$ cat src/rtl/smws_pkg.sv
package smws_pkg;
    typedef enum logic [2:0] {
        ST_IDLE,
        ST_COUNT,
        ST_STRETCH,
        ST_TAIL,
        ST_DONE
    } smws_state_e;
endpackage

$ cat src/rtl/smws_cfg.sv
// Captures direction and the clamped wait-state limit when an access is accepted.
module smws_cfg #(
    parameter int CNT_W     = 5,
    parameter int MIN_WAITS = 2
) (
    input  logic             clk,
    input  logic             rst_n,
    input  logic             load,
    input  logic             wr_in,
    input  logic [CNT_W-1:0] waits_in,
    output logic             wr_q,
    output logic [CNT_W-1:0] limit_q
);
    localparam logic [CNT_W-1:0] FLOOR = CNT_W'(MIN_WAITS);

    logic [CNT_W-1:0] clamped;

    always_comb begin
        clamped = (waits_in < FLOOR) ? FLOOR : waits_in;
    end

    always_ff @(posedge clk or negedge rst_n) begin
        if (!rst_n) begin
            wr_q    <= 1'b0;
            limit_q <= FLOOR;
        end else if (load) begin
            wr_q    <= wr_in;
            limit_q <= clamped;
        end
    end
endmodule

$ cat src/rtl/smws_counters.sv
// Wait-state counter (1-based, saturating) and release tail counter.
module smws_counters #(
    parameter int CNT_W    = 5,
    parameter int TAIL_LEN = 3,
    localparam int TAIL_W  = $clog2(TAIL_LEN + 1)
) (
    input  logic              clk,
    input  logic              rst_n,
    input  logic              restart,
    input  logic              step,
    input  logic              tail_start,
    input  logic              tail_step,
    output logic [CNT_W-1:0]  cnt,
    output logic [TAIL_W-1:0] tail
);
    localparam logic [CNT_W-1:0]  CNT_MAX  = {CNT_W{1'b1}};
    localparam logic [TAIL_W-1:0] TAIL_TOP = TAIL_W'(TAIL_LEN);

    always_ff @(posedge clk or negedge rst_n) begin
        if (!rst_n) begin
            cnt <= '0;
        end else if (restart) begin
            cnt <= CNT_W'(1);
        end else if (step && cnt != CNT_MAX) begin
            cnt <= cnt + 1'b1;
        end
    end

    always_ff @(posedge clk or negedge rst_n) begin
        if (!rst_n) begin
            tail <= '0;
        end else if (restart) begin
            tail <= '0;
        end else if (tail_start) begin
            tail <= TAIL_W'(1);
        end else if (tail_step && tail != TAIL_TOP) begin
            tail <= tail + 1'b1;
        end
    end
endmodule

$ cat src/rtl/smws_fsm.sv
// Access state machine: state register, next-state logic and output decode.
module smws_fsm
    import smws_pkg::*;
#(
    parameter int CNT_W      = 5,
    parameter int TAIL_LEN   = 3,
    parameter int ARM_WINDOW = 2,
    localparam int TAIL_W    = $clog2(TAIL_LEN + 1)
) (
    input  logic              clk,
    input  logic              rst_n,
    input  logic              start,
    input  logic              wait_n,
    input  logic              wr_q,
    input  logic [CNT_W-1:0]  limit_q,
    input  logic [CNT_W-1:0]  cnt,
    input  logic [TAIL_W-1:0] tail,
    output logic              load,
    output logic              restart,
    output logic              step,
    output logic              tail_start,
    output logic              tail_step,
    output logic              cs_n,
    output logic              oe_n,
    output logic              we_n,
    output logic              done
);
    localparam logic [CNT_W-1:0]  WINDOW_END = CNT_W'(ARM_WINDOW);
    localparam logic [TAIL_W-1:0] TAIL_TOP   = TAIL_W'(TAIL_LEN);

    smws_state_e state_q, state_d;
    logic        count_met;
    logic        arm_now;

    always_comb begin
        count_met = (cnt >= limit_q);
        arm_now   = !wait_n && (cnt <= WINDOW_END);
    end

    always_ff @(posedge clk or negedge rst_n) begin
        if (!rst_n) begin
            state_q <= ST_IDLE;
        end else begin
            state_q <= state_d;
        end
    end

    always_comb begin
        state_d    = state_q;
        load       = 1'b0;
        restart    = 1'b0;
        step       = 1'b0;
        tail_start = 1'b0;
        tail_step  = 1'b0;
        unique case (state_q)
            ST_IDLE: begin
                if (start) begin
                    load    = 1'b1;
                    restart = 1'b1;
                    state_d = ST_COUNT;
                end
            end
            ST_COUNT: begin
                if (arm_now) begin
                    step    = 1'b1;
                    state_d = ST_STRETCH;
                end else if (count_met) begin
                    state_d = ST_DONE;
                end else begin
                    step = 1'b1;
                end
            end
            ST_STRETCH: begin
                step = 1'b1;
                if (wait_n) begin
                    tail_start = 1'b1;
                    state_d    = ST_TAIL;
                end
            end
            ST_TAIL: begin
                if (tail == TAIL_TOP && count_met) begin
                    state_d = ST_DONE;
                end else begin
                    step      = 1'b1;
                    tail_step = 1'b1;
                end
            end
            ST_DONE: begin
                state_d = ST_IDLE;
            end
            default: begin
                state_d = ST_IDLE;
            end
        endcase
    end

    always_comb begin
        cs_n = 1'b1;
        done = 1'b0;
        unique case (state_q)
            ST_COUNT, ST_STRETCH, ST_TAIL: cs_n = 1'b0;
            ST_DONE:                       done = 1'b1;
            default:                       cs_n = 1'b1;
        endcase
        oe_n = cs_n | wr_q;
        we_n = cs_n | !wr_q;
    end
endmodule

$ cat src/rtl/smws_top.sv
module smws_top #(
    parameter int CNT_W      = 5,
    parameter int MIN_WAITS  = 2,
    parameter int TAIL_LEN   = 3,
    parameter int ARM_WINDOW = 2
) (
    input  logic             clk,
    input  logic             rst_n,
    input  logic             req_start,
    input  logic             req_write,
    input  logic [CNT_W-1:0] req_waits,
    input  logic             ext_wait_n,
    output logic             mem_cs_n,
    output logic             mem_oe_n,
    output logic             mem_we_n,
    output logic             acc_done
);
    localparam int TAIL_W = $clog2(TAIL_LEN + 1);

    logic              load, restart, step, tail_start, tail_step;
    logic              wr_q;
    logic [CNT_W-1:0]  limit_q;
    logic [CNT_W-1:0]  cnt;
    logic [TAIL_W-1:0] tail;

    smws_cfg #(.CNT_W(CNT_W), .MIN_WAITS(MIN_WAITS)) u_cfg (
        .clk      (clk),
        .rst_n    (rst_n),
        .load     (load),
        .wr_in    (req_write),
        .waits_in (req_waits),
        .wr_q     (wr_q),
        .limit_q  (limit_q)
    );

    smws_counters #(.CNT_W(CNT_W), .TAIL_LEN(TAIL_LEN)) u_cnt (
        .clk        (clk),
        .rst_n      (rst_n),
        .restart    (restart),
        .step       (step),
        .tail_start (tail_start),
        .tail_step  (tail_step),
        .cnt        (cnt),
        .tail       (tail)
    );

    smws_fsm #(.CNT_W(CNT_W), .TAIL_LEN(TAIL_LEN), .ARM_WINDOW(ARM_WINDOW)) u_fsm (
        .clk        (clk),
        .rst_n      (rst_n),
        .start      (req_start),
        .wait_n     (ext_wait_n),
        .wr_q       (wr_q),
        .limit_q    (limit_q),
        .cnt        (cnt),
        .tail       (tail),
        .load       (load),
        .restart    (restart),
        .step       (step),
        .tail_start (tail_start),
        .tail_step  (tail_step),
        .cs_n       (mem_cs_n),
        .oe_n       (mem_oe_n),
        .we_n       (mem_we_n),
        .done       (acc_done)
    );
endmodule

$ cat config.mk
export PLATFORM = sky130hd
export DESIGN_NAME = smws_top
export DESIGN_NICKNAME = d
export VERILOG_FILES = /design/src/rtl/smws_pkg.sv /design/src/rtl/smws_cfg.sv /design/src/rtl/smws_counters.sv /design/src/rtl/smws_fsm.sv /design/src/rtl/smws_top.sv
export SDC_FILE = /design/constraint.sdc
export NUM_CORES = 1
export LEC_CHECK = 0
export BUFFER_PORTS_ARGS = -buffer_cell sky130_fd_sc_hd__clkbuf_2
export CAP_MARGIN = 25
export CORE_MARGIN = 4
export CORE_UTILIZATION = 35
export DETAILED_ROUTE_END_ITERATION = 7
export HOLD_SLACK_MARGIN = 0.06
export PLACE_DENSITY = 0.62
export SETUP_SLACK_MARGIN = 0.4
export SYNTH_ARGS = -nofsm -noshare
export SYNTH_HDL_FRONTEND = slang
export SYNTH_SLANG_ARGS = --single-unit
$ cat constraint.sdc
create_clock -name clk -period 4.4 [get_ports clk]
set_input_delay 0.22 -clock clk [delete_from_list [all_inputs] [get_ports clk]]
set_output_delay 0.22 -clock clk [all_outputs]
set_load 0.1 [all_outputs]
==> summary.txt, run 1 <==
Power and ir drop
  – LEAKAGE: 0.000587 uW
  – Total Power: 999 uW
  – Worst VDD drop: 276 uV
  – Cell Pwr Density: 816 nW/um^2

Clock tree
  – Clock Sink Count: 16
  – Cts bufs inserted: 3
  – Max Root-Sink Buffers: 2
  – H-tree Lvls: 1
  – Post-cts sizing count: 0
  – Post-CTS setup buffers: 0
  – Root Buffer: clkbuf_4
  – CTS tree: yes
  – Cts hold-fix bufs: 1
  – CTS clk-pin slew, worst paths: 0.09 ns
  – Clk_lat worst skew: 0.29 ns

Layout
  – # diodes: 0
  – Area growth, synth to finish: 11.9%
  – Nets: 158
  – Layout cells sized above 1: 15.9%

Logic synthesis
  – Mapped Area: 1090 sq um
  – Syn avg cell area: 8.69 sq um
  – Number of library cell types mapped by synthesis: 41
  – Synthesized Nets: 145
  – Ranking of synthesized cells by area: dfrtp_1, ha_1, nor2_1
  – Most frequently used flop master after synthesis: dfrtp_1
  – Post-synth ARST share: 100%
  – Top-area cell type share of the netlist area: 34.3%
  – Synth Instances: 126
  – Dominant cell type by area after synthesis: dfrtp_1
  – Post-synth EDFFs: 0
  – Synth Warn #: 0
  – Synthesized flop and latch total: 16
  – Seq/Total Area, Yosys: 36.7%

Floorplanning
  – Row count: 20
  – Die span in y: 63.9 um
  – Die W: 63.9 um
  – I/O pins: 14
  – Full die area: 4090 sq um
  – Core area: 3030 sq um
  – Starting density of the core: 36.2%

Critical path
  – Reg2reg start: u_cnt.cnt[0]
  – CP peak stage delay: 0.44 ns
  – Maximum fanout along the worst path: 5
  – Crit path launch: u_cnt.cnt[0]
  – Crit path DAT: 2.62 ns
  – Startpoint types: flip-flop
  – CP Class: reg2reg
  – CP Cell Sequence: ha_1 > and3_1 > ha_1 > or3b_1 > a221o_1 > a21oi_2 > nor2_1 > or3_1
  – Reg2Reg Depth: 8
  – Crit end category: flip-flop
  – Slowest-stage cell, CP: dfrtp_1
  – Crit path top cell by count: ha_1
  – Req. time, crit path: 4.57 ns

Hold path
  – Hold_sp: req_write
  – Worst Hold Class: in2reg
  – Hold path depth: 3

Drt
  – First-pass iteration count of the detailed router: 4
  – Drt wl/cell: 12.4 um
  – Residual DRC: 0
  – Vias/cell: 5.21
  – Vias: 948
  – Final ANT Viol Nets: 0
  – WL final: 2260 um
  – Initial DRC count: 52

Timing
  – Worst clock skew: 0.00248 ns
  – Final Hold Vio Count: 0
  – Relative slew slack: 44.5%
  – Setup TNS: 0 ns
  – RSZ-0062 raised after global routing: no
  – Setup Viol. Count Final: 0
  – Tmin final: 2.44 ns
  – Pins Over Slew Limit: 0
  – Achievable Freq: 409 MHz
  – Worst-Margin Slew: 0.831 ns
  – Final Worst Setup Slack: 1.96 ns
  – WHS: 0.118 ns
  – Fin crit share: 55.5%

GRT
  – Antenna violations before repair: 0
  – Overall routing resource usage: 11.7%
  – Vias in the first global route: 850
  – First-pass GRT wire length: 3820 um
  – Grt ovf: 0
  – Pin count of the biggest net entering global routing: 17

Status
  – Outcome: complete, no violations

Place
  – Setup WS pre-CTS: 1.98 ns
  – IO Port Bufs: 13
  – RD Place Congestion: 0.873
  – DP HPWL: 1640 um

Flow run
  – Max-Cap Viols: 0
flip-flops by register name (all words and copies together) (netlist names):
name           count
u_cfg.limit_q      5
u_cfg.wr_q         1
u_cnt.cnt          5
u_cnt.tail         2
u_fsm.state_q      3
synth_stat cells, types with 2 or more instances:
| master | instances |
|---|---|
| mux2i_1 | 5 |
| and2_1 | 2 |
| nor2_1 | 17 |
| nor2b_1 | 2 |
| nand3_1 | 6 |
| nand2b_1 | 3 |
| a21oi_1 | 4 |
| clkbuf_1 | 3 |
| o21ai_0 | 5 |
| a211oi_1 | 2 |
| buf_2 | 3 |
| or3_1 | 2 |
| dfrtp_1 | 15 |
| ha_1 | 9 |
| inv_1 | 8 |
| and3_1 | 2 |
| nand2_1 | 11 |
| nor3_1 | 4 |
logic make-up (layout without fill, tap and decap cells):
group	Yosys count	in the layout	synth area share (%)
and+or+nand+nor	59	59	28.6
AOI/OAI and AO/OA	22	22	13.7
DFF	16	16	36.7
buffers and inverters	14	26	5.14
adders and majority gates	9	9	10.3
muxes	6	6	5.60
cells in the final DEF, fill, tap and decap left out, types with 2 or more instances in the layout:
cell type and count:
clkbuf_2 13, a21oi_1 4, and3_1 2, clkbuf_4 3, o21ai_0 5, a211oi_1 2
nand2_1 11, inv_1 8, nor3_1 4, nand2b_1 3, nand3_1 6, and2_1 2
nor2_1 17, mux2i_1 5, or3_1 2, ha_1 9, nor2b_1 2, dfrtp_1 15
stage by stage:
stage,instance area (sq um),util (%),cells
final,1220,40.5,182
after global routing,1220,40.5,182
after CTS,1220,40.5,182
after detailed placement,1190,39.3,177
after floorplan,1090,-,126
after global placement,1190,39.3,177
path summary, 6_finish.rpt:
path,to,slack (ns)
worst min register to register,u_cfg.limit_q[1],0.50
worst min-delay path,u_cfg.wr_q,0.12
worst max register to register,u_cnt.cnt[3],1.96
min in group asynchronous,u_cnt.tail[0],0.39
max in group asynchronous,u_cfg.limit_q[1],3.68
worst max-delay path,u_cnt.cnt[3],1.96
worst max-delay path: cells and delay by family (launching register included):
kind | cells | cell delay, ns
fa+ha+maj | 2 | 0.46
flops | 1 | 0.44
compound gates | 2 | 0.48
simple gates | 4 | 0.95
final cells by class:
type | count | area, sq um
inverters | 8 | 30.0
flip-flops and latches | 16 | 402
multi-input cells | 96 | 637
clock buffers | 4 | 26.3
well taps | 44 | 55.1
repair buffers | 14 | 75.1
fillers | 307 | 1800
per-layer routing:
layer	vias up	track usage (%)	wire (um)
met1	450	16.1	1130
met5	-	0	0
met3	2	3.51	140
li1	473	-	-
met4	0	1.89	10
met2	23	18.3	973
where the power goes:
group / switching [uW] / total (uW) / leakage (uW) / internal, uW
Combinational: 388 / 609 / 0.000376 / 221
Sequential: 90.3 / 309 / 0.000195 / 219
Clock: 46.3 / 81.6 / 0.0000150 / 35.2
Note: power is estimated with default switching activity, not from simulation.
==> run 2, diff against run 1 <==
--- a/config.mk
+++ b/config.mk
@@ -5,6 +5,7 @@
 export SDC_FILE = /design/constraint.sdc
 export NUM_CORES = 1
 export LEC_CHECK = 0
+export ABC_AREA = 1
 export BUFFER_PORTS_ARGS = -buffer_cell sky130_fd_sc_hd__clkbuf_2
 export CAP_MARGIN = 25
 export CORE_MARGIN = 4
==> constraint.sdc (replaced) <==
create_clock -name clk -period 2.5 [get_ports clk]
set_input_delay 0.125 -clock clk [delete_from_list [all_inputs] [get_ports clk]]
set_output_delay 0.125 -clock clk [all_outputs]
set_load 0.1 [all_outputs]
==> summary.txt, run 2 <==
Clock tree
  – Clock Sink Count: 16 (unchanged)
  – Clk_lat worst skew: 0.28 ns (about the same)
  – Root Buffer: clkbuf_4
  – Post-cts sizing count: 0 (unchanged)
  – Cts hold-fix bufs: 5 (+4)
  – CTS clk-pin slew, worst paths: 0.09 ns (about the same)
  – Max Root-Sink Buffers: 2 (unchanged)
  – H-tree Lvls: 1 (unchanged)
  – Cts bufs inserted: 3 (unchanged)
  – CTS tree: yes
  – Post-CTS setup buffers: 0 (unchanged)

Drt
  – Initial DRC count: 65 (+25%)
  – Drt wl/cell: 11.0 um (-11%)
  – Vias/cell: 4.89 (-6.1%)
  – Vias: 910 (-4.0%)
  – Residual DRC: 0 (unchanged)
  – First-pass iteration count of the detailed router: 4 (unchanged)
  – WL final: 2050 um (-9.3%)
  – Final ANT Viol Nets: 0 (unchanged)

Logic synthesis
  – Dominant cell type by area after synthesis: dfrtp_1
  – Ranking of synthesized cells by area: dfrtp_1, nand2_1, ha_1
  – Post-synth top cells: nand2_1, inv_1, dfrtp_1, nand3_1, nor2_1
  – Synth Warn #: 0 (unchanged)
  – Seq/Total Area, Yosys: 39.4% (+2.7 points)
  – Post-synth ARST share: 100% (unchanged)
  – Top-area cell type share of the netlist area: 36.8% (+2.5 points)
  – Mapped Area: 1020 sq um (-6.9%)
  – Synthesized Nets: 152 (+4.8%)
  – Most frequently used flop master after synthesis: dfrtp_1
  – Synthesized flop and latch total: 16 (unchanged)
  – Number of library cell types mapped by synthesis: 26 (-37%)
  – Most frequent cell after synthesis: nand2_1
  – Syn avg cell area: 7.67 sq um (-12%)
  – Post-synth EDFFs: 0 (unchanged)
  – Synth Instances: 133 (+5.6%)

GRT
  – Overall routing resource usage: 12.9% (+1.2 points)
  – Antenna violations before repair: 0 (unchanged)
  – Pin count of the biggest net entering global routing: 17 (unchanged)
  – First-pass GRT wire length: 3640 um (-4.5%)
  – Grt ovf: 0 (unchanged)
  – Vias in the first global route: 873 (+2.7%)

Place
  – DP HPWL: 1580 um (-3.8%)
  – IO Port Bufs: 13 (unchanged)
  – RD Place Congestion: 0.781 (-11%)

Timing
  – Fin crit share: 70.2%
  – Tmin final: 1.75 ns
  – RSZ-0062 raised after global routing: no
  – Worst-Margin Slew: 0.540 ns (-0.291 ns)
  – Setup TNS: 0 ns (unchanged)
  – Final Hold Vio Count: 0 (unchanged)
  – Worst clock skew: 0.000597 ns (-0.00189 ns)
  – Pins Over Slew Limit: 0 (unchanged)
  – Relative slew slack: 64.1% (+20 points)
  – Setup Viol. Count Final: 0 (unchanged)
  – Achievable Freq: 570 MHz

Critical path
  – Crit end category: output port
  – Reg2Reg Depth: 12 (+4)
  – Crit path DAT: 1.63 ns (-0.99 ns)
  – CP Class: reg2out
  – Req. time, crit path: 2.38 ns (-2.19 ns)
  – CP delay by family, top: simple AND/OR/NAND/NOR gates
  – Worst path bufs/invs: 2 (+2)
  – Startpoint types: flip-flop
  – Reg2reg start: u_cfg.limit_q[1]
  – CP Cell Sequence: nor2_1 > nor2_1 > inv_1 > or2_2 > clkbuf_2
  – Worst R2R End: u_cnt.cnt[2]
  – Crit path top cell by count: nor2_1
  – Maximum fanout along the worst path: 5 (unchanged)
  – CP peak stage delay: 0.44 ns (about the same)
  – Slowest-stage cell, CP: dfrtp_1
  – R2R Setup Slk: 0.76 ns (-1.20 ns)

Hold path
  – Worst Hold End: u_cfg.limit_q[3]
  – Hold path depth: 3 (unchanged)
  – Worst Hold Class: in2reg
  – Hold_sp: req_waits[3]

Floorplanning
  – Full die area: 3840 sq um (-6.0%)
  – I/O pins: 14 (unchanged)
  – Core area: 2780 sq um (-8.1%)
  – Row count: 19 (-5.0%)
  – Die W: 62.0 um (-3.1%)
  – Starting density of the core: 36.7% (+0.51 points)
  – Die span in y: 62.0 um (-3.1%)

Layout
  – Layout cells sized above 1: 16.1% (+0.19 points)
  – Commonest cells after routing, fill and taps aside: nand2_1, inv_1, dfrtp_1
  – Area of the multi-input gates: 532 sq um (-17%)
  – # diodes: 0 (unchanged)
  – Nets: 175 (+11%)
  – Commonest non-fill, non-tap cell in the layout: nand2_1
  – Regs by FF count: u_cfg.limit_q: 5 flops, u_cnt.cnt: 5 flops, u_fsm.state_q: 3 flops
  – Fillers: 286 (-6.8%)
  – Register area: 402 sq um (unchanged)
  – Area growth, synth to finish: 18.4%

Power and ir drop
  – Total Power: 1570 uW (+57%)
  – LEAKAGE: 0.000666 uW (+14%)
  – Cell Pwr Density: 1300 nW/um^2 (+59%)
  – Worst VDD drop: 1150 uV (+320%)

Status
  – Outcome: complete, no violations

Flow run
  – Max-Cap Viols: 0 (unchanged)
-- run 2: worst max-delay path by stage --
| stage | start | endpoint | cells past startpoint |
|---|---|---|---|
| 5_1_grt | u_cfg.limit_q[1] | u_cnt.cnt[0] | 12 |
| 4_1_cts | u_fsm.state_q[1] | mem_oe_n | 5 |
| 2_1_floorplan | u_fsm.state_q[1] | mem_oe_n | 4 |
| 3_5_place_dp | u_cfg.limit_q[1] | u_cnt.cnt[0] | 12 |
| 6_report | u_fsm.state_q[0] | mem_oe_n | 5 |
| 3_3_place_gp | u_cfg.limit_q[1] | u_cnt.cnt[0] | 12 |
-- run 2: layer usage --
metal	track usage [%]	vias to the layer above	routed length [um]
met5	0	-	0
met4	3.94	0	21
met3	3.72	2	95
met2	21.3	17	955
met1	16.1	415	975
li1	-	476	-
-- run 2: worst register-to-register path, cell delays in order (launching register included) --
cell and delay, ns:
dfstp_2 0.52, inv_1 0.05, ha_1 0.29, nand2_1 0.07, nor2_1 0.03, nand2_1 0.07
nand3_1 0.09, nand2_1 0.07, nand2_1 0.12, nand2_4 0.14, nand2_4 0.07, nand3_1 0.07
nand2_1 0.06
-- run 2: kinds of logic after synthesis --
| family | share of synthesized area [%] |
|---|---|
| flops | 39.4 |
| xor+xnor | 1.72 |
| buf+inv | 8.96 |
| compound gates | 6.38 |
| simple gates | 32.5 |
| fa+ha+maj | 11.0 |
-- run 2: stage by stage --
stage / util [%] / hold WS, ns / cells / setup slack (ns) / area (sq um)
floorplan: - / -0.171 / 133 / 0.569 / 1020
global placement: 40.7 / 0.0757 / 177 / 0.826 / 1130
detailed placement: 40.7 / 0.0814 / 177 / 0.755 / 1130
CTS: 43.4 / 0.0725 / 186 / 0.727 / 1210
global route: 43.4 / 0.0818 / 186 / 0.572 / 1210
finish: 43.4 / 0.0849 / 186 / 0.745 / 1210
-- run 2: final cells by class --
class                      instances  area share (%)
multi-input combinational         93            44.0
inverter                          23            7.15
timing repair buffer              19            10.2
sequential                        16            33.3
clock buffer                       4            2.18
tap                               31            3.21
-- run 2: report_power, final --
group	total, uW	internal, uW	leakage (uW)	switching [uW]
sequential	470	377	0.000202	93.0
combinational	957	300	0.000449	657
clock	143	62.0	0.0000150	81.1
==> run 3, diff against run 2 <==
--- a/config.mk
+++ b/config.mk
@@ -12,7 +12,7 @@
 export CORE_UTILIZATION = 35
 export DETAILED_ROUTE_END_ITERATION = 7
 export HOLD_SLACK_MARGIN = 0.06
-export PLACE_DENSITY = 0.62
+export PLACE_DENSITY = 0.64
 export SETUP_SLACK_MARGIN = 0.4
 export SYNTH_ARGS = -nofsm -noshare
 export SYNTH_HDL_FRONTEND = slang
==> constraint.sdc (replaced) <==
create_clock -name clk -period 1.6 [get_ports clk]
set_input_delay 0.08 -clock clk [delete_from_list [all_inputs] [get_ports clk]]
set_output_delay 0.08 -clock clk [all_outputs]
set_load 0.1 [all_outputs]
==> summary.txt, run 3 (same netlist as run 2, synthesis figures left out) <==
Status
  – Outcome: finished, violations left
  – Failing checks: negative setup slack

Critical path
  – CP Class: reg2reg
  – Startpoint types: flip-flop
  – CP peak stage delay: 0.37 ns (-0.07 ns)
  – Req. time, crit path: 1.78 ns (-0.60 ns)
  – Slowest-stage cell, CP: dfrtp_1
  – Crit path DAT: 1.82 ns (+0.19 ns)
  – Maximum fanout along the worst path: 6 (+1)
  – CP Cell Sequence: inv_1 > ha_1 > nand2_1 > inv_1 > nand2_1 > nand3_2 > nand2_2 > nand2_4 > nand2_4 > nand2_4 > nand2_1 > nand3_1
  – Crit end category: flip-flop

Floorplanning
  – Die span in y: 62.0 um (unchanged)
  – Die W: 62.0 um (unchanged)
  – Core area: 2780 sq um (unchanged)
  – Starting density of the core: 36.7% (unchanged)
  – Row count: 19 (unchanged)
  – Full die area: 3840 sq um (unchanged)
  – I/O pins: 14 (unchanged)

GRT
  – First-pass GRT wire length: 4290 um (+18%)
  – Overall routing resource usage: 15.6% (+2.8 points)
  – Antenna violations before repair: 0 (unchanged)
  – Grt ovf: 0 (unchanged)
  – Vias in the first global route: 984 (+13%)
  – Pin count of the biggest net entering global routing: 17 (unchanged)

Power and ir drop
  – LEAKAGE: 0.000816 uW (+22%)
  – Cell Pwr Density: 2040 nW/um^2 (+57%)
  – Worst VDD drop: 1560 uV (+36%)

Layout
  – # diodes: 0 (unchanged)
  – Register area: 403 sq um (+0.31%)
  – Commonest cells after routing, fill and taps aside: nand2_1, inv_1, dfrtp_1
  – Fillers: 245 (-14%)
  – Fin util: 58.3% (+15 points)
  – Area growth, synth to finish: 58.9%
  – Commonest non-fill, non-tap cell in the layout: nand2_1
  – Final non-filler cell total: 204 (+9.7%)
  – Layout cells sized above 1: 41.6% (+25 points)
  – Regs by FF count: u_cfg.limit_q: 5 flops, u_cnt.cnt: 5 flops, u_fsm.state_q: 3 flops
  – Area of the multi-input gates: 694 sq um (+31%)
  – Nets: 193 (+10%)

Clock tree
  – CTS clk-pin slew, worst paths: 0.10 ns (about the same)
  – CTS tree: yes
  – Root Buffer: clkbuf_4
  – Clk_lat worst skew: 0.29 ns (about the same)
  – Clock Sink Count: 16 (unchanged)
  – Cts bufs inserted: 3 (unchanged)
  – Max Root-Sink Buffers: 2 (unchanged)
  – H-tree Lvls: 1 (unchanged)

Timing
  – Final Hold Vio Count: 0 (unchanged)
  – Final Worst Setup Slack: -0.0399 ns (-0.785 ns)
  – Worst clock skew: 0.00183 ns (+0.00123 ns)
  – Achievable Freq: 610 MHz
  – Tmin final: 1.64 ns
  – Fin crit share: 102%
  – Relative slew slack: 70.6% (+6.5 points)
  – Worst-Margin Slew: 0.437 ns (-0.104 ns)
  – Setup Viol. Count Final: 5 (+5)
  – RSZ-0062 raised after global routing: yes
  – Pins Over Slew Limit: 0 (unchanged)

Drt
  – Drt wl/cell: 12.2 um (+11%)
  – Vias/cell: 5.02 (+2.7%)
  – WL final: 2500 um (+22%)
  – Final ANT Viol Nets: 0 (unchanged)
  – Initial DRC count: 36 (-45%)
  – First-pass iteration count of the detailed router: 4 (unchanged)
  – Vias: 1025 (+13%)
  – Residual DRC: 0 (unchanged)

Place
  – RD Place Congestion: 0.858 (+9.9%)
  – DP HPWL: 1780 um (+13%)
  – IO Port Bufs: 13 (unchanged)
  – Cell count after placement: 181 (+2.3%)

Flow run
  – Max-Cap Viols: 0 (unchanged)

Hold path
  – Worst Hold Class: in2reg
[run 3: changes by cell type in the layout (fill, tap and decap cells not counted), sizes merged]
cell         change
clkinvlp         +2
inv              -2
clkinv           +1
buf             +19
clkbuf           -4
dlygate4sd3      +2
[run 3: final timing paths]
check,to,startpoint,slack [ns],depth (start not counted)
worst max-delay path,u_cnt.cnt[0],u_cfg.limit_q[4],-0.04,12
worst min-delay path,u_fsm.state_q[0],ext_wait_n,0.15,3
worst max register to register,u_cnt.cnt[0],u_cfg.limit_q[4],-0.04,12
worst min register to register,u_cfg.wr_q,u_cfg.wr_q,0.54,2
max in group asynchronous,u_cfg.limit_q[1],rst_n,1.05,2
min in group asynchronous,u_cnt.cnt[2],rst_n,0.23,2
[run 3: routing by layer]
| metal | share of wire (%) | GRT usage, % |
|---|---|---|
| met5 | 0 | 0 |
| met4 | 1.9 | 8.18 |
| met3 | 2.9 | 1.86 |
| met2 | 53 | 27.2 |
| met1 | 42 | 18.7 |
[run 3: worst max-delay path, delay by kind of cell (launching register included)]
family                     cells  cell delay, ns
adders and majority gates      1            0.26
buffers and inverters          2            0.13
DFF                            1            0.37
and+or+nand+nor                9            0.76
[run 3: what timing repair did]
item,4_1_cts,5_1_grt
gates cloned,0,1
pin swaps,10,6
hold buffers,7,0
setup endpoints to repair,20,20
endpoints found under the hold margin,22,0
resized for setup,15,30
setup buffers,7,4
[run 3: area by class of cell]
type / count / share of cell area [%]
inverters: 23 / 6.33
clock buffers: 4 / 2.24
repair buffers: 36 / 20.8
repair inverters: 1 / 0.463
well taps: 31 / 2.39
flip-flops and latches: 16 / 24.9
multi-input cells: 93 / 42.9
[run 3: power breakdown]
group	switching, uW	internal [uW]	leakage (uW)
clock	140	139	0.0000210
combinational	1340	964	0.000594
sequential	141	589	0.000201
[run 3: metrics by stage]
stage / setup TNS, ns / total power, uW / area, sq um / worst slack, ns / hold WS (ns)
final: -0.155 / 3310 / 1620 / -0.0399 / 0.149
after global routing: -1.24 / 3590 / 1620 / -0.190 / 0.174
after CTS: -0.268 / 3100 / 1490 / -0.0556 / 0.111
after detailed placement: -0.198 / 2610 / 1270 / -0.0610 / 0.0307
after global placement: -0.0277 / 2550 / 1270 / -0.00981 / 0.0314
after floorplan: -0.220 / 2090 / 1090 / -0.115 / -0.216
